### src/rtl/nvm_pkg.sv
package nvm_pkg;

    localparam logic [7:0] UNLOCK_SIG = 8'h59;

    localparam logic [6:0] CMD_NOP   = 7'h00;
    localparam logic [6:0] CMD_ERASE = 7'h40;
    localparam logic [6:0] CMD_READ  = 7'h43;
    localparam logic [6:0] CMD_BUFLD = 7'h23;
    localparam logic [6:0] CMD_PGWR  = 7'h25;
    localparam logic [6:0] CMD_SUM   = 7'h78;

    typedef enum logic [2:0] {
        REG_RST  = 3'd0,
        REG_KEY  = 3'd1,
        REG_STAT = 3'd2,
        REG_CMD  = 3'd3,
        REG_CTRL = 3'd4,
        REG_LOCK = 3'd5,
        REG_SUM  = 3'd6,
        REG_NONE = 3'd7
    } reg_sel_e;

    typedef struct packed {
        logic err;
        logic busy;
        logic en;
    } nvm_status_t;

    typedef struct packed {
        logic rd_lock;
        logic wr_lock;
    } nvm_lock_t;

    // Lock filter: with both locks set only erase and checksum pass.
    function automatic logic nvm_cmd_permitted(input logic [6:0] cmd, input nvm_lock_t lk);
        return !(lk.rd_lock && lk.wr_lock) || (cmd == CMD_ERASE) || (cmd == CMD_SUM);
    endfunction

endpackage

### src/rtl/nvm_unlock.sv
module nvm_unlock #(
    parameter logic [63:0] KEY = 64'h1289_AB45_CDD8_88FF
) (
    input  logic       clk,
    input  logic       rst,
    input  logic       sig_we,
    input  logic [7:0] sig_data,
    input  logic       key_we,
    input  logic [7:0] key_data,
    output logic       enabled
);
    import nvm_pkg::*;

    localparam int KEY_BYTES = 8;
    localparam int CNT_W     = $clog2(KEY_BYTES);

    logic             armed_q;
    logic [CNT_W-1:0] cnt_q;
    logic [55:0]      sr_q;
    logic             en_q;

    always_ff @(posedge clk) begin
        if (rst) begin
            armed_q <= 1'b0;
            cnt_q   <= '0;
            sr_q    <= '0;
            en_q    <= 1'b0;
        end else if (sig_we) begin
            en_q    <= 1'b0;
            armed_q <= (sig_data == UNLOCK_SIG);
            cnt_q   <= '0;
        end else if (key_we && armed_q) begin
            sr_q  <= {sr_q[47:0], key_data};
            cnt_q <= cnt_q + 1'b1;
            if (cnt_q == CNT_W'(KEY_BYTES - 1)) begin
                armed_q <= 1'b0;
                en_q    <= ({sr_q, key_data} == KEY);
            end
        end
    end

    assign enabled = en_q;

endmodule

### src/rtl/nvm_busy_timer.sv
module nvm_busy_timer #(
    parameter int CNT_W = 7
) (
    input  logic             clk,
    input  logic             rst,
    input  logic             start,
    input  logic [CNT_W-1:0] len,
    output logic             busy
);
    logic [CNT_W-1:0] cnt_q;

    always_ff @(posedge clk) begin
        if (rst) begin
            cnt_q <= '0;
        end else if (start) begin
            cnt_q <= len;
        end else if (cnt_q != '0) begin
            cnt_q <= cnt_q - 1'b1;
        end
    end

    assign busy = (cnt_q != '0);

endmodule

### src/rtl/nvm_store.sv
module nvm_store #(
    parameter int MEM_BYTES  = 256,
    parameter int PAGE_BYTES = 16
) (
    input  logic                                          clk,
    input  logic                                          rst,
    input  logic                                          erase,
    input  logic                                          buf_we,
    input  logic [$clog2(PAGE_BYTES)-1:0]                 buf_idx,
    input  logic [7:0]                                    buf_data,
    input  logic                                          pg_we,
    input  logic [$clog2(MEM_BYTES)-$clog2(PAGE_BYTES)-1:0] pg_sel,
    input  logic [$clog2(MEM_BYTES)-1:0]                  rd_idx,
    output logic [7:0]                                    rd_data,
    output logic [7:0]                                    checksum
);
    localparam int MEM_W = $clog2(MEM_BYTES);
    localparam int PG_W  = $clog2(PAGE_BYTES);

    logic [7:0] mem_q  [MEM_BYTES];
    logic [7:0] pbuf_q [PAGE_BYTES];

    always_ff @(posedge clk) begin
        if (rst || erase) begin
            for (int i = 0; i < MEM_BYTES; i++) mem_q[i] <= 8'hFF;
            for (int j = 0; j < PAGE_BYTES; j++) pbuf_q[j] <= 8'hFF;
        end else begin
            if (buf_we) pbuf_q[buf_idx] <= buf_data;
            if (pg_we) begin
                for (int j = 0; j < PAGE_BYTES; j++)
                    mem_q[{pg_sel, PG_W'(j)}] <= pbuf_q[j];
            end
        end
    end

    assign rd_data = mem_q[rd_idx];

    always_comb begin
        checksum = 8'h00;
        for (int i = 0; i < MEM_BYTES; i++) checksum = checksum ^ mem_q[i];
    end

    logic unused_w;
    assign unused_w = ^MEM_W;

endmodule

### src/rtl/nvm_cmd_ctrl.sv
module nvm_cmd_ctrl #(
    parameter int          ADDR_W     = 16,
    parameter int          MEM_BYTES  = 256,
    parameter int          PAGE_BYTES = 16,
    parameter int          ERASE_CYC  = 64,
    parameter int          PAGE_CYC   = 16,
    parameter logic [63:0] KEY        = 64'h1289_AB45_CDD8_88FF
) (
    input  logic              clk,
    input  logic              rst,
    input  logic [ADDR_W-1:0] bus_addr,
    input  logic              bus_wr,
    input  logic              bus_rd,
    input  logic [7:0]        bus_wdata,
    output logic [7:0]        bus_rdata,
    output logic              bus_rvalid,
    output logic              enabled,
    output logic              busy,
    output logic              err
);
    import nvm_pkg::*;

    localparam int MEM_W   = $clog2(MEM_BYTES);
    localparam int PG_W    = $clog2(PAGE_BYTES);
    localparam int SEL_W   = MEM_W - PG_W;
    localparam int MAX_CYC = (ERASE_CYC > PAGE_CYC) ? ERASE_CYC : PAGE_CYC;
    localparam int CNT_W   = $clog2(MAX_CYC + 1);

    // Address decode
    logic     mem_space, mem_hit, reg_hit;
    reg_sel_e reg_sel;

    assign mem_space = bus_addr[ADDR_W-1];
    assign mem_hit   = mem_space && (bus_addr[ADDR_W-2:MEM_W] == '0);
    assign reg_hit   = !mem_space && (bus_addr[ADDR_W-2:3] == '0);
    assign reg_sel   = reg_hit ? reg_sel_e'(bus_addr[2:0]) : REG_NONE;

    logic key_wr, sig_wr, cmd_wr, ctrl_req, ctrl_set, lock_wr, err_clr;
    assign sig_wr   = bus_wr && (reg_sel == REG_RST);
    assign key_wr   = bus_wr && (reg_sel == REG_KEY);
    assign cmd_wr   = bus_wr && (reg_sel == REG_CMD);
    assign lock_wr  = bus_wr && (reg_sel == REG_LOCK);
    assign err_clr  = bus_wr && (reg_sel == REG_STAT) && bus_wdata[2];
    assign ctrl_req = bus_wr && (reg_sel == REG_CTRL) && bus_wdata[0];
    assign ctrl_set = ctrl_req && !busy;

    // State
    logic [6:0] cmd_q;
    logic       exec_q;
    nvm_lock_t  lock_q;
    logic       err_q;
    logic [7:0] sum_q;
    logic [7:0] rdata_q;
    logic       rvalid_q;

    logic       erase_go, sum_go, buf_we, pg_we, err_set, mem_rd_ok, permitted;
    logic [7:0] store_rd, store_sum, reg_rd;

    assign permitted = nvm_cmd_permitted(cmd_q, lock_q);

    nvm_unlock #(.KEY(KEY)) u_unlock (
        .clk      (clk),
        .rst      (rst),
        .sig_we   (sig_wr),
        .sig_data (bus_wdata),
        .key_we   (key_wr),
        .key_data (bus_wdata),
        .enabled  (enabled)
    );

    nvm_busy_timer #(.CNT_W(CNT_W)) u_timer (
        .clk   (clk),
        .rst   (rst),
        .start (erase_go || pg_we),
        .len   (erase_go ? CNT_W'(ERASE_CYC) : CNT_W'(PAGE_CYC)),
        .busy  (busy)
    );

    nvm_store #(.MEM_BYTES(MEM_BYTES), .PAGE_BYTES(PAGE_BYTES)) u_store (
        .clk      (clk),
        .rst      (rst),
        .erase    (erase_go),
        .buf_we   (buf_we),
        .buf_idx  (bus_addr[PG_W-1:0]),
        .buf_data (bus_wdata),
        .pg_we    (pg_we),
        .pg_sel   (bus_addr[MEM_W-1:PG_W]),
        .rd_idx   (bus_addr[MEM_W-1:0]),
        .rd_data  (store_rd),
        .checksum (store_sum)
    );

    // Trigger decode: execute bit, bus store, bus load
    always_comb begin
        erase_go  = 1'b0;
        sum_go    = 1'b0;
        buf_we    = 1'b0;
        pg_we     = 1'b0;
        err_set   = 1'b0;
        mem_rd_ok = 1'b0;

        if (exec_q) begin
            if (!enabled || busy)            err_set  = 1'b1;
            else if (cmd_q == CMD_NOP)       err_set  = 1'b0;
            else if (!permitted)             err_set  = 1'b1;
            else if (cmd_q == CMD_ERASE)     erase_go = 1'b1;
            else if (cmd_q == CMD_SUM)       sum_go   = 1'b1;
            else                             err_set  = 1'b1;
        end

        if (bus_wr && mem_space) begin
            if (!mem_hit || !enabled || busy || erase_go || !permitted) err_set = 1'b1;
            else if (cmd_q == CMD_BUFLD)     buf_we  = 1'b1;
            else if (cmd_q == CMD_PGWR)      pg_we   = 1'b1;
            else                             err_set = 1'b1;
        end

        if (bus_rd && mem_space) begin
            if (mem_hit && enabled && !busy && (cmd_q == CMD_READ) && permitted)
                mem_rd_ok = 1'b1;
            else
                err_set = 1'b1;
        end

        if (ctrl_req && busy) err_set = 1'b1;
    end

    // Register read mux
    always_comb begin
        nvm_status_t st;
        st = '{err: err_q, busy: busy, en: enabled};
        unique case (reg_sel)
            REG_STAT: reg_rd = {5'b0, st};
            REG_CMD:  reg_rd = {1'b0, cmd_q};
            REG_CTRL: reg_rd = {7'b0, exec_q};
            REG_LOCK: reg_rd = {6'b0, lock_q.wr_lock, lock_q.rd_lock};
            REG_SUM:  reg_rd = sum_q;
            default:  reg_rd = 8'h00;
        endcase
    end

    always_ff @(posedge clk) begin
        if (rst) begin
            cmd_q    <= CMD_NOP;
            exec_q   <= 1'b0;
            lock_q   <= '0;
            err_q    <= 1'b0;
            sum_q    <= 8'h00;
            rdata_q  <= 8'h00;
            rvalid_q <= 1'b0;
        end else begin
            exec_q <= ctrl_set;
            if (cmd_wr && !busy) cmd_q <= bus_wdata[6:0];
            if (erase_go) begin
                lock_q <= '0;
            end else if (lock_wr) begin
                lock_q.rd_lock <= lock_q.rd_lock | bus_wdata[0];
                lock_q.wr_lock <= lock_q.wr_lock | bus_wdata[1];
            end
            if (err_set)      err_q <= 1'b1;
            else if (err_clr) err_q <= 1'b0;
            if (sum_go) sum_q <= store_sum;
            rvalid_q <= bus_rd;
            if (bus_rd) rdata_q <= mem_space ? (mem_rd_ok ? store_rd : 8'h00) : reg_rd;
        end
    end

    assign bus_rdata  = rdata_q;
    assign bus_rvalid = rvalid_q;
    assign err        = err_q;

endmodule

### config.mk
export PLATFORM = sky130hd
export DESIGN_NAME = nvm_cmd_ctrl
export DESIGN_NICKNAME = d
export VERILOG_FILES = /design/src/rtl/nvm_pkg.sv /design/src/rtl/nvm_unlock.sv /design/src/rtl/nvm_busy_timer.sv /design/src/rtl/nvm_store.sv /design/src/rtl/nvm_cmd_ctrl.sv
export SDC_FILE = /design/constraint.sdc
export NUM_CORES = 2
export LEC_CHECK = 0
export ABC_AREA = 1
export BUFFER_PORTS_ARGS = -buffer_cell sky130_fd_sc_hd__buf_4
export CAP_MARGIN = 15
export CORE_MARGIN = 1.5
export CORE_UTILIZATION = 30
export CTS_BUF_LIST = sky130_fd_sc_hd__clkbuf_4
export CTS_CLUSTER_SIZE = 10
export DETAILED_ROUTE_END_ITERATION = 6
export PLACE_DENSITY_LB_ADDON = 0.15
export SYNTH_ARGS = -nofsm -noshare
export SYNTH_HDL_FRONTEND = slang
export SYNTH_SLANG_ARGS = --single-unit
### constraint.sdc
create_clock -name clk -period 19.2 [get_ports clk]
set_clock_uncertainty 0.15 [all_clocks]
set_input_delay 3.84 -clock clk [delete_from_list [all_inputs] [get_ports clk]]
set_output_delay 3.84 -clock clk [all_outputs]
set_load 0.02 [all_outputs]
# --- Word level (Yosys, flattened, before mapping) ---
# Memories as Yosys holds them, arrays and structs flattened.
# Index checks and enable logic that the tools add are counted.
word_totals:
  output_inout_bits: 12
  ramBits: 2176
  input_bits: 28
  n_memories: 2
  regBits: 96
classes:
  bitwise: 258
  add_sub_neg: 2
  n_eq_ne: 14
  mux: 104
  reduce_logical: 67
memory_table:
  columns: ["memory", "words", "width", "read_ports", "rd_ports_with_merged_regs", "wr", "line", "rtl"]
  rows:
  - ["u_store.mem_q", 256, 8, 257, 0, 256, "nvm_store.sv:20", "logic [7:0] mem_q [MEM_BYTES];"]
  - ["u_store.pbuf_q", 16, 8, 16, 0, 16, "nvm_store.sv:21", "logic [7:0] pbuf_q [PAGE_BYTES];"]
op_table:
  columns: ["op", "n"]
  rows:
  - ["8-bit bitwise XOR", 255]
  - ["8-bit 2-to-1 mux", 35]
  - ["8-bit OR reduction", 17]
  - ["64-bit by 61-bit == test with 1-bit output, second input constant", 1]
  - ["1-bit 2-to-1 mux", 63]
  - ["8-bit case mux with 5 select lines", 1]
  - ["7-bit == test, second input constant", 3]
  - ["1-bit logical AND", 21]
  - ["7-bit 2-to-1 mux", 3]
  - ["7-bit by 6-bit == test with 1-bit output, second input constant", 2]
  - ["7-bit logical NOT", 2]
  - ["3-bit == test, second input constant", 4]
  - ["12-bit logical NOT", 1]
  - ["1-bit logical OR", 9]
  - ["8-bit by 7-bit == test with 1-bit output, second input constant", 1]
  - ["2-bit nonzero test", 4]
  - ["7-bit nonzero test", 1]
  - ["7-bit by 1-bit subtractor with 7-bit output, second input constant", 1]
  - ["3-bit by 2-bit == test with 1-bit output, second input constant", 2]
  - ["1-bit logical NOT", 6]
  - ["2-bit AND reduction", 3]
  - ["4-bit 2-to-1 mux", 1]
  - ["2-bit OR reduction", 2]
  - ["3-bit by 1-bit adder with 3-bit output, second input constant", 1]
  - ["5 further kinds", 6]

# --- Longest topological paths before layout ---
# An unclocked memory read counts as a cell.
logic_depth:
  ltp_word: 256
  mapped_depth: 33

# --- Hierarchy ---
# A second synthesis with hierarchy kept.
unflattened:
  cells_unflattened: 13769
  hier_area_um2: 123023.0
by_module_without_submodules:
  columns: ["module", "area_per_inst_um2", "instances", "cells_per_inst"]
  rows:
  - ["nvm_store", 118583.7, 1, 13134]
  - ["nvm_unlock", 2398.6, 1, 325]
  - ["nvm_cmd_ctrl", 1595.3, 1, 242]
  - ["nvm_busy_timer", 445.4, 1, 68]

# --- Least setup slack after synthesis ---
# Ideal clock, no wire load.
synth_path:
  kind: "input port to flip-flop"
  from: "in bus_addr[12]"
  to: "mem u_store.mem_q[100][0] (enable)"
  required_time_ns: 18.258
  setup_slack_ns: 3.991
  setup_ns: 0.792
  n_path_buf: 0
  arrival_time_ns: 14.267
  stages: 13
  path_cell_list: "nor3_1 > inv_1 > nor4b_2 > nand3_4 > nor2_4 > nand2_2 > nor2_4 > inv_2 > nor2_8 > inv_4 > nor2_8 > inv_6 > o21ai_0"
synth_lines:
  columns: ["element", "line", "rtl"]
  rows:
  - ["from (decl)", "nvm_cmd_ctrl.sv:11", "input logic [ADDR_W-1:0] bus_addr,"]
  - ["to (decl)", "nvm_store.sv:20", null]

# --- Final worst setup path ---
layout_path:
  from: "in bus_addr[0]"
  to: "reg rdata_q[2] (netlist: bus_rdata[2])"
layout_between:
  elab_chain_len: 4
layout_lines:
  columns: ["element", "line", "rtl"]
  rows:
  - ["branches (longest 3 deep; another with memory read 256 x 8 bit)", null, null]
  - ["8-bit 2-to-1 mux *", "nvm_cmd_ctrl.sv:164", "if (bus_rd) rdata_q <= mem_space ? (mem_rd_ok ? store_rd : 8'h00) : reg_rd;"]
  - ["to (signal assigned)", "nvm_cmd_ctrl.sv:164", null]
  - ["to (decl)", "nvm_cmd_ctrl.sv:53", "logic [7:0] rdata_q;"]
# Mark *: on every way between the ends.
# A chain may end at the register's enable or synchronous reset.

==> results.json <==
{
  "post-dp-hpwl_um": 277000,
  "rsz0062_at_grt": "no",
  "avgSynthCellArea_um2": 10.1,
  "layout.cells.non_filler": 17447,
  "vias_per_cell": 5.18,
  "min_from": "u_unlock.sr_q[12]",
  "placedCellCount": 16313,
  "ctsHtreeMaxLevel": 6,
  "synth_commonest_cells": "nand2_1, edfxtp_1, o22ai_1",
  "reg2reg_from": "u_timer.cnt_q[1]",
  "top_level_ports": 40,
  "grt_usage_pct": 22.7,
  "rows": 228,
  "cp_max_fo": 130,
  "yosysSeqAreaShare_pct": 57.7,
  "synth_area_um2": 116000,
  "worstSetupStartpointType": "input port",
  "clkTransAtPathRegs_ns": 0.07,
  "status": "finished, final reports clean",
  "die_w_um": 626,
  "cp_data_arrival_time_ns": 9.57,
  "hold_path.class": "flop to flop",
  "synthTopCellsByArea": "edfxtp_1, nand2_1, xnor2_1, o22ai_1, xor2_1",
  "clock_tree.buffer_depth": 4,
  "yosysWarnings": 0,
  "grt_pass1_vias": 89355,
  "hold_depth": 2,
  "drt_first_pass_iters": 6,
  "yosys.cell_count.top_type": "nand2_1",
  "vias": 90344,
  "rr_endpoint": "u_store.mem_q[82][0]",
  "drt_iter0_markers": 9693,
  "dieArea_um2": 392000,
  "root_buffer": "clkbuf_4",
  "antenna_found_initial": 32,
  "tns_ns": 0,
  "pre_cts_slack_ns": 9.52,
  "rrSetupSlack_ns": 14.00,
  "timing.final.ws_setup_ns": 10.94,
  "initial_core_util_pct": 30.2,
  "area_growth_syn_to_layout_pct": 12.1,
  "rr_worst_depth": 18,
  "synth_top_area_share_pct": 56.1,
  "syn-num-nets": 11551,
  "powerDensity_nw_per_um2": 98.6,
  "yosysUniqueCellTypes": 60,
  "ys_ff_latch": 2272,
  "gp_congestion": 0.835,
  "cp-startpoint": "bus_addr[0]",
  "leakage_nw": 46.6,
  "wirelength_um": 456000,
  "drive_gt1_share_pct": 11.9,
  "slew_violations": 0,
  "finalSetupViolations": 0,
  "period_share_pct": 43.0,
  "cts_buffers": 644,
  "path_class": "input port to flop",
  "wl_per_cell_um": 26.1,
  "ir_drop_mv": 0.0483,
  "post-route-util_pct": 33.8,
  "ctsHoldBuffers": 0,
  "tightest_slew_ns": 1.31,
  "post_cts_resized": 0,
  "post-cts-setup-buffers": 0,
  "relSlewSlack_pct": 12.7,
  "grt_overflow_total": 0,
  "fp.dieH_um": 626,
  "postSynthCellCount": 11520,
  "synth_edf_count": 2176,
  "grt_pass1_wl_um": 645000,
  "clk_latency_ns": 1.59,
  "end_kind": "flop",
  "hold_violations": 0,
  "hold_end": "u_unlock.sr_q[20]",
  "fin_crit_ns": 8.26,
  "grt_max_degree": 138,
  "postRouteAntennaNets": 0,
  "drc": 0,
  "cap_violations": 0,
  "core_um2": 386000,
  "ys_async_sr_fraction_pct": 0,
  "fmax_mhz": 121,
  "nets": 11817,
  "yosysTopAreaCell": "edfxtp_1",
  "crit_required_ns": 20.51,
  "port_buffers": 39,
  "p_total_mw": 12.9,
  "cts.sinks": 2272,
  "synthFlopType": "edfxtp_1",
  "cts_tree": "yes"
}
-- flip-flops by register name, indices dropped and copies added (netlist names) --
register / count
u_store.mem_q: 2048
u_store.pbuf_q: 128
u_unlock.sr_q: 56
bus_rdata: 8
sum_q: 8
cmd_q: 7
u_timer.cnt_q: 7
u_unlock.cnt_q: 3
lock_q: 2
bus_rvalid: 1
err: 1
exec_q: 1
u_unlock.armed_q: 1
u_unlock.enabled: 1
-- cell usage in the layout, fill, tap and decap left out, types with 129 or more instances in the layout --
cell type / instances
nand2_1: 3679
edfxtp_1: 2176
clkbuf_4: 945
o22ai_1: 898
xnor2_1: 824
inv_1: 703
xor2_1: 626
o21ai_0: 527
nand3_1: 466
buf_4: 288
nand3b_1: 139
clkinv_1: 129
-- critical path, stage by stage --
cell     delay, ns
buf_4         0.32
buf_4         0.52
inv_1         0.21
nand2_4       0.63
buf_12        0.63
buf_4         0.72
buf_4         0.72
o22ai_1       0.15
o21ai_0       0.26
a41oi_1       0.14
a21oi_1       0.20
a21oi_1       0.13
nor2_1        0.28
o21ai_0       0.17
nor2_1        0.13
o221a_2       0.18
-- worst max-delay path by stage --
stage | endpoint | slack, ns | depth (start not counted)
2_1_floorplan | u_store.mem_q[100][0] | 3.99 | 13
3_3_place_gp | u_unlock.cnt_q[2] | 9.41 | 13
3_5_place_dp | bus_rdata[2] | 9.52 | 16
4_1_cts | bus_rdata[2] | 11.24 | 16
5_1_grt | bus_rdata[2] | 10.82 | 16
6_report | bus_rdata[2] | 10.94 | 16
-- area by class of cell --
cell class / count / area (µm²)
Tap cell: 5175 / 6470
Multi-Input combinational cell: 7827 / 43100
Clock inverter: 173 / 1160
Timing Repair Buffer: 311 / 2720
Sequential cell: 2272 / 67300
Fill cell: 39064 / 255000
Clock buffer: 945 / 7090
Antenna cell: 14 / 35.0
Inverter: 730 / 2780
-- per-stage QoR --
stage                     hold WS (ns)  area, µm²
after floorplan                  0.290     116000
after global placement           0.312     122000
after detailed placement         0.313     122000
after CTS                        0.319     130000
after global routing             0.349     131000
final                            0.324     131000
-- kinds of logic (layout without fill, tap and decap cells) --
family / count (synthesis) / after routing / share of synthesized area (%)
and+or+nand+nor: 4630 / 4630 / 16.5
DFF: 2272 / 2272 / 57.7
AOI/OAI and AO/OA: 1723 / 1723 / 8.87
xor gates and xnor gates: 1471 / 1471 / 11.3
buffers and inverters: 1421 / 2159 / 5.59
adders and majority gates: 3 / 3 / 0.0322
other: 0 / 14 / 0
-- where the power goes --
part           internal, mW  switching (mW)  total [mW]
Combinational         0.768            1.57        2.33
Clock                  2.45            2.23        4.67
Sequential             5.67           0.200        5.87
-- routing by layer --
metal / GRT usage [%] / wire length, µm / vias to the layer above
met5: 0 / 115 / -
met4: 7.50 / 13800 / 16
met3: 3.79 / 33300 / 805
met2: 37.2 / 212000 / 3974
met1: 30.4 / 197000 / 45063
li1: - / - / 40486
No activity file was read; power rests on OpenSTA's default activity.
